**src/rtl/pwm_timer8.sv**
```systemverilog
module pwm_timer8 #(
  parameter int W     = 8,
  parameter int PRE_W = 10
) (
  input  logic         clk,
  input  logic         rst_n,
  input  logic         ext_in,
  input  logic         wr_en,
  input  logic [1:0]   wr_addr,
  input  logic [W-1:0] wr_data,
  output logic [W-1:0] count_o,
  output logic [W-1:0] cmp_o,
  output logic         wave_o,
  output logic         ovf_flag,
  output logic         cmp_flag,
  output logic         ovf_irq,
  output logic         cmp_irq
);
  localparam logic [W-1:0] MAX = '1;
  localparam logic [W-1:0] ONE = W'(1);
  localparam logic [1:0] M_NORM = 2'd0, M_PHASE = 2'd1, M_CTC = 2'd2, M_FAST = 2'd3;

  logic [2:0]       sel_q;
  logic [1:0]       mode_q, act_q;
  logic [W-1:0]     cnt_q, ocr_act, ocr_buf, cnt_nxt;
  logic [PRE_W-1:0] pre_q;
  logic [2:0]       ext_sh;
  logic             up_q, blk_q, wave_q, wave_nxt, msk_o, msk_c;
  logic             tick, adv, at_top, pwm, hit, ovf_evt;

  wire ctrl_wr = wr_en && wr_addr == 2'd0;
  wire cnt_wr  = wr_en && wr_addr == 2'd1;
  wire ocr_wr  = wr_en && wr_addr == 2'd2;
  wire flg_wr  = wr_en && wr_addr == 2'd3;
  wire ext_rise = ext_sh[1] & ~ext_sh[2];
  wire ext_fall = ~ext_sh[1] & ext_sh[2];

  always_comb begin
    case (sel_q)
      3'd0:    tick = 1'b0;
      3'd1:    tick = 1'b1;
      3'd2:    tick = &pre_q[2:0];
      3'd3:    tick = &pre_q[5:0];
      3'd4:    tick = &pre_q[7:0];
      3'd5:    tick = &pre_q;
      3'd6:    tick = ext_fall;
      default: tick = ext_rise;
    endcase
  end

  assign adv     = tick && !cnt_wr;
  assign at_top  = cnt_q == MAX;
  assign pwm     = mode_q == M_PHASE || mode_q == M_FAST;
  assign hit     = adv && !blk_q && cnt_q == ocr_act;
  assign ovf_evt = adv && ((mode_q == M_PHASE) ? (!up_q && cnt_q == ONE) : at_top);

  always_comb begin
    case (mode_q)
      M_PHASE: cnt_nxt = up_q ? (at_top ? MAX - ONE : cnt_q + ONE)
                              : ((cnt_q == '0) ? ONE : cnt_q - ONE);
      M_CTC:   cnt_nxt = (cnt_q == ocr_act) ? '0 : cnt_q + ONE;
      default: cnt_nxt = cnt_q + ONE;
    endcase
  end

  always_comb begin
    wave_nxt = wave_q;
    if (hit) begin
      case (mode_q)
        M_PHASE: if (act_q[1]) wave_nxt = up_q ? act_q[0] : ~act_q[0];
        M_FAST:  if (act_q[1]) wave_nxt = act_q[0];
        default:
          case (act_q)
            2'd1:    wave_nxt = ~wave_q;
            2'd2:    wave_nxt = 1'b0;
            2'd3:    wave_nxt = 1'b1;
            default: wave_nxt = wave_q;
          endcase
      endcase
    end
    if (mode_q == M_FAST && adv && at_top && act_q[1]) wave_nxt = ~act_q[0];
  end

  always_ff @(posedge clk or negedge rst_n) begin
    if (!rst_n) begin
      pre_q  <= '0;
      ext_sh <= '0;
      sel_q  <= '0;
      mode_q <= M_NORM;
      act_q  <= '0;
      msk_o  <= 1'b0;
      msk_c  <= 1'b0;
    end else begin
      pre_q  <= pre_q + PRE_W'(1);
      ext_sh <= {ext_sh[1:0], ext_in};
      if (ctrl_wr) begin
        sel_q  <= wr_data[2:0];
        mode_q <= wr_data[4:3];
        act_q  <= wr_data[6:5];
      end
      if (flg_wr) begin
        msk_o <= wr_data[4];
        msk_c <= wr_data[5];
      end
    end
  end

  always_ff @(posedge clk or negedge rst_n) begin
    if (!rst_n) begin
      cnt_q  <= '0;
      up_q   <= 1'b1;
      blk_q  <= 1'b0;
      wave_q <= 1'b0;
    end else begin
      if (cnt_wr)   cnt_q <= wr_data;
      else if (adv) cnt_q <= cnt_nxt;
      if (cnt_wr)    blk_q <= 1'b1;
      else if (tick) blk_q <= 1'b0;
      if (mode_q != M_PHASE) up_q <= 1'b1;
      else if (adv && up_q && at_top) up_q <= 1'b0;
      else if (adv && !up_q && cnt_q == '0) up_q <= 1'b1;
      wave_q <= wave_nxt;
    end
  end

  always_ff @(posedge clk or negedge rst_n) begin
    if (!rst_n) begin
      ocr_act  <= '0;
      ocr_buf  <= '0;
      ovf_flag <= 1'b0;
      cmp_flag <= 1'b0;
    end else begin
      if (ocr_wr) ocr_buf <= wr_data;
      if (ocr_wr && !pwm) ocr_act <= wr_data;
      else if (pwm && adv && at_top) ocr_act <= ocr_buf;
      ovf_flag <= (ovf_flag & ~(flg_wr & wr_data[0])) | ovf_evt;
      cmp_flag <= (cmp_flag & ~(flg_wr & wr_data[1])) | hit;
    end
  end

  assign count_o = cnt_q;
  assign cmp_o   = ocr_act;
  assign wave_o  = (act_q != 2'd0) & wave_q;
  assign ovf_irq = ovf_flag & msk_o;
  assign cmp_irq = cmp_flag & msk_c;

  assert_hold_when_idle_R2: assert property (@(posedge clk) disable iff (!rst_n)
    (!tick && !cnt_wr) |=> $stable(cnt_q));
  assert_normal_wrap_R5: assert property (@(posedge clk) disable iff (!rst_n)
    (mode_q == M_NORM && adv && at_top) |=> (ovf_flag && cnt_q == '0));
  assert_ctc_reload_R6: assert property (@(posedge clk) disable iff (!rst_n)
    (mode_q == M_CTC && adv && cnt_q == ocr_act) |=> (cnt_q == '0));
  assert_phase_turn_R8: assert property (@(posedge clk) disable iff (!rst_n)
    (mode_q == M_PHASE && !ctrl_wr && adv && up_q && at_top) |=> (cnt_q == MAX - ONE && !up_q));
  assert_buffer_hold_R10: assert property (@(posedge clk) disable iff (!rst_n)
    (pwm && !(adv && at_top)) |=> $stable(ocr_act));
endmodule

```
**config.mk**
```make
export PLATFORM = sky130hd
export DESIGN_NAME = pwm_timer8
export DESIGN_NICKNAME = d
export VERILOG_FILES = /design/src/rtl/pwm_timer8.sv
export SDC_FILE = /design/constraint.sdc
export NUM_CORES = 1
export LEC_CHECK = 0
export BUFFER_PORTS_ARGS = -buffer_cell sky130_fd_sc_hd__buf_2
export CORE_MARGIN = 2
export CORE_UTILIZATION = 55
export CTS_CLUSTER_SIZE = 30
export DETAILED_ROUTE_END_ITERATION = 8
export PLACE_DENSITY_LB_ADDON = 0.2
export SETUP_SLACK_MARGIN = 0.2
export SLEW_MARGIN = 0
export SYNTH_ARGS = -nofsm -noshare
export SYNTH_HDL_FRONTEND = slang
export SYNTH_SLANG_ARGS = --single-unit
```
**constraint.sdc**
```tcl
create_clock -name clk -period 5.05 [get_ports clk]
set_input_delay 0.2525 -clock clk [delete_from_list [all_inputs] [get_ports clk]]
set_output_delay 0.2525 -clock clk [all_outputs]
set_load 0.05 [all_outputs]
```
# Word level (Yosys, flattened, before mapping)
# Index checks and enable logic that the tools add are counted.
# totals
elab_cells,118
ff_bits,51
# classes
muxes,23
n_bitwise,17
n_reduce_logical,39
add_sub_neg,3
eq_ne,21
# ops
operator,n
2-to-1 mux 8 bit,8
logical AND 1 bit,19
case mux 8 bit (2 select lines),1
"== test 2 bit, second input constant",6
2-to-1 mux 1 bit,11
"adder 10 x 1 -> 10 bit, second input constant",1
AND reduction 10 bit,1
nonzero test 2 bit,5
AND 1 bit,9
"== test 3 bit, second input constant",3
"adder 8 x 1 -> 8 bit, second input constant",1
"== test 8 x 1 -> 1 bit, second input constant",1
== test 8 bit,1
"== test 8 bit, second input constant",1
zero test 8 bit,1
AND reduction 8 bit,1
"subtractor 8 x 1 -> 8 bit, second input constant",1
case mux 1 bit (7 select lines),1
"== test 2 x 1 -> 1 bit, second input constant",3
"== test 3 x 2 -> 1 bit, second input constant",2
"inequality test 3 x 2 -> 1 bit, second input constant",2
NOT 1 bit,6
AND reduction 6 bit,1
nonzero test 6 bit,1
other kinds (12),16

# Logic depth before layout (Yosys ltp)
# Gate-level depths: netlist (run 1).
# logic_depth
depth_word,9
ltp_mapped,9

# Least setup slack after synthesis (run 1)
# Ideal clock, no wire load.
# synth_path
path_kind,reg2reg
from,register cnt_q[1] (netlist: count_o[1])
to,register ocr_act[2] (netlist: cmp_o[2])
path_buffers,0
setup_ns,0.126
arrival_ns,2.171
stages_incl_launch_ff,7
setup_slack_ns,2.753
period_less_slack_ns,2.297
required_ns,4.924
cell_sequence,dfrtp_1 > ha_1 > and4_4 > nand4_4 > nor2_1 > a21oi_1 > a221o_1
# synth_via
elab_chain_cells,3
# synth_lines
element,line,source
start: declaration,25,"logic [W-1:0] cnt_q, ocr_act, ocr_buf, cnt_nxt;"
start signal: assignment,115,if (cnt_wr) cnt_q <= wr_data;
start signal: assignment,116,else if (adv) cnt_q <= cnt_nxt;
== test 8 bit,52,assign at_top = cnt_q == MAX;
logical AND 1 bit,135,else if (pwm && adv && at_top) ocr_act <= ocr_buf;
nonzero test 2 bit (no source line),--,
end signal: assignment,134,if (ocr_wr && !pwm) ocr_act <= wr_data;
end signal: assignment,135,
end: declaration,25,
# No other way between the ends.
# A chain may end at the register's enable or synchronous reset.

# Worst setup path after layout (run 1)
# layout_path
from,register cnt_q[0] (netlist: count_o[0])
to,register ocr_act[2] (netlist: cmp_o[2])
# Same word-level chain as after synthesis.

==> impl_metrics.tcl, run 1 <==
set metrics [dict create \
    rows 27 \
    gp_congestion 0.889 \
    rsz0062_at_grt "false" \
    final.setup.tns_ns 0 \
    finalCriticalPeriod_ns 2.48 \
    yosys.area.top_type_share_pct 40.6 \
    clk_pin_slew_ns 0.09 \
    synth_edf_count 0 \
    fp.dieW_um 78.9 \
    synthAdderAreaFrac_pct 3.65 \
    maxCapViolCount 0 \
    synth_area_leader_cell "dfrtp_1" \
    clockBufferDepth 2 \
    synthMuxAreaShare_pct 4.75 \
    antenna_found_initial 0 \
    setup_violations 0 \
    die_area_mm2 0.00622 \
    syn_nets 329 \
    synth_compound_area_share_pct 19.8 \
    diodes 0 \
    start_util_pct 56.4 \
    fin_crit_sh_pct 49.2 \
    layout_common_cells "dfrtp_1, buf_2, nand2_1" \
    dpl.hpwl_um 5250 \
    critPathBufInv 0 \
    final_nets 356 \
    avgSynthCellArea_um2 10.1 \
    ys_seq_elements 51 \
    ios 35 \
    crit_chain "ha_1 > and4_4 > nand4_4 > nor2_1 > a21oi_1 > a221o_1" \
    cts_hold_buf 0 \
    worstSetupStartpointType "flip-flop" \
    worstSetupPathType "flip-flop to flip-flop" \
    totalWireLength_um 7320 \
    area_growth_pct 8.97 \
    grt_overflow 0 \
    outcome "finished clean" \
    synth_area_mm2 0.00308 \
    cts.htree.levels 2 \
    relSlewSlack_pct 51.2 \
    coreArea_mm2 0.00547 \
    drive_above_1_share_pct 21.6 \
    fmax_mhz 403 \
    cts_setup_buffers 0 \
    ys_types 61 \
    dr.pass1.iters 4 \
    synth_xor_xnor_area_share_pct 6.53 \
    drt_iter0_markers 178 \
    final_common_cell "dfrtp_1" \
    globalRouteTotalUtil_pct 25.3 \
    async_flop_share_pct 100 \
    synth_ff_type "dfrtp_1" \
    vias 2487 \
    grt_max_degree 52 \
    skew_ns 0.00772 \
    vias_per_cell 6.13 \
    grt_pass1_wl_um 12300 \
    path_max_fanout 11 \
    arrival_ns 2.67 \
    clk_latency_ns 0.30 \
    final-max-slew-violation-count 0 \
    yosys-top-cells-area "dfrtp_1, mux2_2, ha_1" \
    worst_path_dominant_cell_family "simple AND/OR/NAND/NOR gates" \
    worst_pin_slew_ns 0.727 \
    cts_tree "built" \
    power_density_mw_per_mm2 501 \
    ant_nets 0 \
    drc 0 \
    crit_slowest_cell "dfrtp_1" \
    slowest_delay_ns 0.60 \
    syn_inst 306 \
    post_cts_resized 0 \
    cts_buffers 5 \
    yosysWarnings 0 \
    root_buffer "clkbuf_8" \
    cts_sinks 51 \
    seq_area_frac_synth_pct 41.4 \
    synth-simple-area-share_pct 19.2 \
    fillers 490 \
    irDropWorstVdd_v 0.000235 \
    die_h_um 78.9 \
    critical_path_required_ns 5.24 \
    leakagePower_nw 1.46 \
    synth_top_family_by_area "compound AO/OA/AOI/OAI gates" \
    grt_pass1_vias 2373 \
    r2r_slack_ns 2.57 \
    port_buffers 34 \
    min_path_type "input pin to async pin" \
    end_kind "flip-flop" \
    hold_ws_ns 0.0483 \
    hold_viol 0 \
    drt-wirelength-per-cell_um 18.0 \
]
==> metrics by stage <==
step	total power [W]	instance area [µm²]	std cells	utilization, %	worst slack, ns
finish	0.00168	3360	406	61.4	2.57
global route	0.00179	3360	406	61.4	2.45
CTS	0.00168	3360	406	61.4	2.59
detailed placement	0.00144	3270	398	59.7	2.60
global placement	0.00143	3270	398	59.7	2.60
floorplan	0.00128	3080	306	-	2.75
==> Yosys cell counts (all sizes together), types with 3 or more instances <==
| library cell | number |
|---|---|
| dfrtp | 50 |
| nand2 | 24 |
| a21oi | 18 |
| nor2 | 18 |
| o21ai | 18 |
| mux2 | 13 |
| xnor2 | 12 |
| buf | 11 |
| inv | 11 |
| xor2 | 11 |
| nand3 | 10 |
| ha | 9 |
| and2 | 8 |
| nor3 | 7 |
| a221o | 6 |
| clkbuf | 6 |
| a31oi | 5 |
| nand4 | 5 |
| a211o | 4 |
| and3 | 4 |
| o31ai | 4 |
| o41ai | 4 |
| and4 | 3 |
| nand2b | 3 |
| nor2b | 3 |
| nor3b | 3 |
| nor4 | 3 |
| o211ai | 3 |
| or3 | 3 |
==> layer usage <==
metal | routed length [µm] | vias up | track usage (%)
met1 | 3320 | 1240 | 34.5
li1 | - | 1181 | -
met2 | 3610 | 58 | 42.3
met5 | 0 | - | 0
met3 | 293 | 8 | 3.52
met4 | 87 | 0 | 7.41
==> cells by family after synthesis <==
group                      count (synthesis)
and+or+nand+nor                           99
AOI/OAI and AO/OA                         83
DFF                                       51
buffers and inverters                     28
xor gates and xnor gates                  23
muxes                                     13
adders and majority gates                  9
==> report_power, final <==
part | internal, W | leakage (nW) | switching [W]
clock network | 0.000112 | 0.0484 | 0.000130
logic | 0.000272 | 0.790 | 0.000512
registers | 0.000489 | 0.620 | 0.000169
total | 0.000873 | 1.46 | 0.000811
==> cell type report <==
cell class	count	area, µm²	area share (%)
tap	72	90.1	2.68
sequential	51	1280	38.0
timing repair buffer	37	193	5.73
clock inverter	1	8.76	0.261
inverter	11	41.3	1.23
clock buffer	7	86.3	2.57
multi-input combinational	227	1660	49.5
==> registers in the layout (all words and copies together), names as in the netlist <==
name / cells
act_q: 2
cmp_o: 8
count_o: 8
ext_sh: 3
ocr_buf: 8
msk_o: 1
wave_q: 1
msk_c: 1
cmp_flag: 1
pre_q: 10
blk_q: 1
up_q: 1
sel_q: 3
mode_q: 2
ovf_flag: 1
==> worst paths after layout <==
path                                              from                    to  depth (start not counted)
worst max-delay path            count_o[0]$_DFFE_PN0P_  cmp_o[2]$_DFFE_PN0P_                          6
worst min-delay path                             rst_n    pre_q[5]$_DFF_PN0_                          2
worst max register to register  count_o[0]$_DFFE_PN0P_  cmp_o[2]$_DFFE_PN0P_                          6
worst min register to register     ext_sh[0]$_DFF_PN0_   ext_sh[1]$_DFF_PN0_                          0
max in group asynchronous                        rst_n     msk_o$_DFFE_PN0P_                          2
min in group clk                                ext_in   ext_sh[0]$_DFF_PN0_                          1
Note: power is estimated with default switching activity, not from simulation.
==> run 2: changes to the inputs <==
==> constraint.sdc (replaced) <==
create_clock -name clk -period 2.4 [get_ports clk]
set_input_delay 0.12 -clock clk [delete_from_list [all_inputs] [get_ports clk]]
set_output_delay 0.12 -clock clk [all_outputs]
set_load 0.05 [all_outputs]
==> run 2 against run 1 <==
Register-to-register slack lost 2.3 ns. Die area unchanged. Utilization up 4.2 points. Largest cell class unchanged.
==> impl_metrics.tcl, run 2 (same netlist as run 1, synthesis figures left out) <==
set metrics [dict create \
    outcome "finished clean" \
    area_growth_pct 16.5 \
    grt_pass1_wl_um 12600 \
    clockBufferDepth 2 \
    regMostFlops "pre_q" \
    fp.dieW_um 78.9 \
    drive_above_1_share_pct 28.9 \
    final_nets 375 \
    leakagePower_nw 1.57 \
    cts.htree.levels 2 \
    port_buffers 34 \
    worst_path_dominant_cell_family "simple AND/OR/NAND/NOR gates" \
    grt_pass1_vias 2445 \
    ant_nets 0 \
    hold_viol 0 \
    worst_pin_slew_ns 0.792 \
    cts_buffers 5 \
    gp_congestion 0.970 \
    totalWireLength_um 7490 \
    worstSetupStartpointType "flip-flop" \
    clk_pin_slew_ns 0.09 \
    hold_ws_ns 0.0808 \
    arrival_ns 2.30 \
    min_path_type "input pin to flip-flop" \
    fin_crit_sh_pct 88.1 \
    final-max-slew-violation-count 0 \
    critical_path_required_ns 2.58 \
    drt-wirelength-per-cell_um 17.6 \
    drc 0 \
    largest_reg_flops 10 \
    layout_common_cells "dfrtp_1, buf_2, nand2_1" \
    dr.pass1.iters 4 \
    relSlewSlack_pct 47.2 \
    diodes 0 \
    path_max_fanout 5 \
    antenna_found_initial 0 \
    rsz0062_at_grt "true" \
    cts_tree "built" \
    ios 35 \
    fmax_mhz 473 \
    clk_latency_ns 0.30 \
    grt_max_degree 37 \
    coreArea_mm2 0.00547 \
    critPathBufInv 0 \
    irDropWorstVdd_v 0.000491 \
    vias_per_cell 5.92 \
    setup_ws_ns 0.286 \
    maxCapViolCount 0 \
    dp_slack_ns 0.168 \
    drt_iter0_markers 183 \
    setup_violations 0 \
    crit_chain "ha_1 > and3_1 > and3_4 > a221oi_4 > nor3b_4 > and2_2 > a221o_1" \
    root_buffer "clkbuf_8" \
    skew_ns 0.00885 \
    rows 27 \
    crit_slowest_cell "dfrtp_1" \
    globalRouteTotalUtil_pct 26.2 \
    dpl.hpwl_um 5590 \
    start_util_pct 56.4 \
    vias 2515 \
    die_h_um 78.9 \
    final_common_cell "dfrtp_1" \
    cts_sinks 51 \
    slowest_delay_ns 0.41 \
    die_area_mm2 0.00622 \
    end_kind "flip-flop" \
    fillers 474 \
    finalCriticalPeriod_ns 2.11 \
    final.setup.tns_ns 0 \
    power_density_mw_per_mm2 1060 \
    grt_overflow 0 \
    worstSetupPathType "flip-flop to flip-flop" \
]
-- run 2: through the flow --
| step | util, % | total power (W) | area (µm²) | instances |
|---|---|---|---|---|
| after floorplan | - | 0.00270 | 3090 | 306 |
| after global placement | 61.6 | 0.00313 | 3370 | 412 |
| after detailed placement | 61.6 | 0.00315 | 3370 | 412 |
| after CTS | 64.5 | 0.00379 | 3530 | 423 |
| after global routing | 65.6 | 0.00403 | 3590 | 425 |
| final | 65.6 | 0.00382 | 3590 | 425 |
-- run 2: tightest hold or removal path: stages --
cell and delay (ns):
buf_2 0.11, nand2_1 0.05, o21ai_0 0.06
-- run 2: layout make-up --
type | count | area, µm² | area share, %
Clock inverter | 2 | 35.0 | 0.975
Clock buffer | 6 | 82.6 | 2.30
Tap cell | 72 | 90.1 | 2.51
Multi-Input combinational cell | 227 | 1720 | 47.9
Inverter | 11 | 41.3 | 1.15
Sequential cell | 51 | 1280 | 35.7
Timing Repair Buffer | 56 | 340 | 9.47
-- run 2: worst paths after layout --
kind | startpoint | to | slack, ns | depth (start not counted)
setup / recovery | pre_q[0]$_DFF_PN0_ | cmp_o[4]$_DFFE_PN0P_ | 0.29 | 7
hold / removal | wr_data[3] | mode_q[0]$_DFFE_PN0P_ | 0.08 | 3
setup reg to reg | pre_q[0]$_DFF_PN0_ | cmp_o[4]$_DFFE_PN0P_ | 0.29 | 7
hold reg to reg | ext_sh[0]$_DFF_PN0_ | ext_sh[1]$_DFF_PN0_ | 0.37 | 0
max in group asynchronous | rst_n | up_q$_DFFE_PN1P_ | 1.25 | 3
min in group asynchronous | rst_n | ext_sh[2]$_DFF_PN0_ | 0.44 | 2
-- run 2: layer usage --
layer / part of all wire [%] / up-vias / global-route usage [%]
li1: - / 1219 / -
met1: 46 / 1222 / 35.6
met2: 49 / 63 / 43.6
met3: 3.3 / 11 / 3.86
met4: 1.8 / 0 / 8.28
met5: 0 / - / 0
-- run 2: power breakdown --
group / switching (W) / internal, W
sequential: 0.000276 / 0.00104
clock: 0.000272 / 0.000337
combinational: 0.00121 / 0.000686
total: 0.00176 / 0.00206
-- run 2: repair_timing --
item,CTS,global route
gates resized for setup,1,13
gates cloned,0,0
pin swaps,0,3
hold buffers,2,0
buffers inserted,1,2
endpoints found under the setup margin,5,17
endpoints found under the hold margin,35,0
==> run 3: changes to the inputs <==
--- a/config.mk
+++ b/config.mk
@@ -10,8 +10,9 @@
 export CORE_UTILIZATION = 55
 export CTS_CLUSTER_SIZE = 30
 export DETAILED_ROUTE_END_ITERATION = 8
-export PLACE_DENSITY_LB_ADDON = 0.2
+export PLACE_DENSITY = 0.76
 export SETUP_SLACK_MARGIN = 0.2
+export SKIP_LAST_GASP = 1
 export SLEW_MARGIN = 0
 export SYNTH_ARGS = -nofsm -noshare
 export SYNTH_HDL_FRONTEND = slang
==> run 3 against run 2 <==
Wire length decreased by 0.20%. Largest power group unchanged. Design area increased by 0.21%. Die area unchanged. Register-to-register slack improved by 0.03 ns. Sequential power about the same. Maximum frequency increased by 1.4%. Worst setup slack improved by 0.029 ns. Clock power decreased by 2%. Critical endpoint is now count_o[1]$_DFFE_PN0P_. Via count increased by 3.0%.
==> impl_metrics.tcl, run 3 (same netlist as run 1, synthesis figures left out) <==
set metrics [dict create \
    grt_overflow 0 \
    stdcell_count 429 \
    dpl.hpwl_um 5550 \
    use_met3_pct 3.64 \
    worstRegToRegCells 8 \
    sw_frac_of_total_pct 46.3 \
    drt_iter0_markers 201 \
    r2r_start "pre_q[1]$_DFF_PN0_" \
    vias_per_cell 6.04 \
    power_density_mw_per_mm2 1060 \
    r2r-end "count_o[1]$_DFFE_PN0P_" \
    rows 27 \
    root_buffer "clkbuf_8" \
    coreArea_mm2 0.00547 \
    grtUsageMet1_pct 33.4 \
    ant_nets 0 \
    rsz0062_at_grt "true" \
    power_frac_seq_pct 34.8 \
    holdPathStages 2 \
    intPower_w 0.00205 \
    cts_sinks 51 \
    clk_pin_slew_ns 0.09 \
    seq_area_mm2 0.00128 \
    arrival_ns 2.27 \
    fillers 458 \
    worstSetupStartpointType "flip-flop" \
    fin_crit_sh_pct 86.9 \
    end_kind "flip-flop" \
    utilization_pct 65.8 \
    totalWireLength_um 7470 \
    area_growth_pct 16.7 \
    worst_pin_slew_ns 0.726 \
    regMostFlops "pre_q" \
    dr.pass1.iters 5 \
    layout_common_cells "dfrtp_1, buf_2, nand2_1, buf_4, nor2_1" \
    final_nets 379 \
    final-max-slew-violation-count 0 \
    drive_above_1_share_pct 29.1 \
    setup_violations 0 \
    grt_pass1_vias 2464 \
    ios 35 \
    gp_congestion 1.06 \
    leakagePower_nw 1.58 \
    final.setup.tns_ns 0 \
    grt_max_degree 35 \
    antenna_found_initial 0 \
    critical_path_required_ns 2.58 \
    drc 0 \
    post-place-cells 413 \
    r2r_slack_ns 0.31 \
    top_usage_layer "met2" \
    port_buffers 34 \
    largest_reg_flops 10 \
    min-delay-start "wr_data[7]" \
    grt_pass1_wl_um 12300 \
    cts.htree.levels 2 \
    cts_buffers 5 \
    drt-wirelength-per-cell_um 17.4 \
    vias 2590 \
    fmax_mhz 480 \
    cts_tree "built" \
    path_max_fanout 13 \
    globalRouteTotalUtil_pct 25.6 \
    finalCriticalPeriod_ns 2.09 \
    clkPwrFrac_pct 15.6 \
    diodes 0 \
    outcome "finished clean" \
    hold_ws_ns 0.0925 \
    hold_viol 0 \
    relSlewSlack_pct 51.2 \
    min_to "ocr_buf[7]$_DFFE_PN0P_" \
    start_util_pct 56.4 \
    dp_slack_ns 0.192 \
    die_h_um 78.9 \
    final_common_cell "dfrtp_1" \
    p_comb_share_pct 49.5 \
    die_area_mm2 0.00622 \
    multiInputGateArea_mm2 0.00170 \
    grt_util_met2_pct 43.1 \
    clockBufferDepth 2 \
    maxCapViolCount 0 \
    setup_ws_ns 0.315 \
    irDropWorstVdd_v 0.000534 \
    worstSetupPathType "flip-flop to flip-flop" \
    min_path_type "input pin to flip-flop" \
    clk_latency_ns 0.30 \
    switchingPower_w 0.00177 \
    fp.dieW_um 78.9 \
    skew_ns 0.00760 \
]
run 3: worst max path at each step:
| stage | startpoint | to | depth (start not counted) |
|---|---|---|---|
| finish | pre_q[1]$_DFF_PN0_ | count_o[1]$_DFFE_PN0P_ | 8 |
| global route | count_o[2]$_DFFE_PN0P_ | count_o[2]$_DFFE_PN0P_ | 6 |
| CTS | pre_q[0]$_DFF_PN0_ | cmp_o[6]$_DFFE_PN0P_ | 7 |
| detailed placement | pre_q[0]$_DFF_PN0_ | cmp_o[7]$_DFFE_PN0P_ | 7 |
| global placement | pre_q[0]$_DFF_PN0_ | cmp_o[2]$_DFFE_PN0P_ | 7 |
| floorplan | count_o[3]$_DFFE_PN0P_ | count_o[2]$_DFFE_PN0P_ | 7 |
run 3: layer usage:
layer / vias up / share of wire [%]
met4: 0 / 2.7
met5: - / 0
met1: 1267 / 43
met2: 85 / 49
met3: 15 / 5.1
li1: 1223 / -
run 3: stage by stage:
stage                     cell area [µm²]  total power [W]
after floorplan                      3090          0.00270
after global placement               3380          0.00315
after detailed placement             3380          0.00316
after CTS                            3520          0.00377
after global routing                 3600          0.00405
final                                3600          0.00382
run 3: critical path, cell delays in order, from the launching register on:
cell and delay (ns):
dfrtp_1 0.41, ha_1 0.20, and3_1 0.21, and3_2 0.24, a221oi_4 0.30, nand2b_1 0.15
buf_4 0.20, nor3_1 0.08, o22a_1 0.19
run 3: area by class of cell:
| class | count | area share, % |
|---|---|---|
| Tap cell | 72 | 2.50 |
| Inverter | 11 | 1.15 |
| Sequential cell | 51 | 35.7 |
| Clock buffer | 6 | 2.02 |
| Clock inverter | 2 | 1.08 |
| Timing Repair Buffer | 60 | 10.3 |
| Multi-Input combinational cell | 227 | 47.3 |
run 3: what timing repair did:
item / 4_1_cts / 5_1_grt
setup buffers: 1 / 5
hold buffers: 2 / 0
cloned: 0 / 0
pin swaps: 0 / 4
hold endpoints to repair: 18 / 0
endpoints found under the setup margin: 5 / 16
resized for setup: 0 / 12
run 3: power groups by stage:
stage | registers (W) | logic, W | clock network, W
floorplan | 0.00158 | 0.00113 | 0
global placement | 0.00132 | 0.00183 | 0
detailed placement | 0.00133 | 0.00183 | 0
CTS | 0.00131 | 0.00185 | 0.000608
global route | 0.00136 | 0.00204 | 0.000649
finish | 0.00133 | 0.00189 | 0.000596
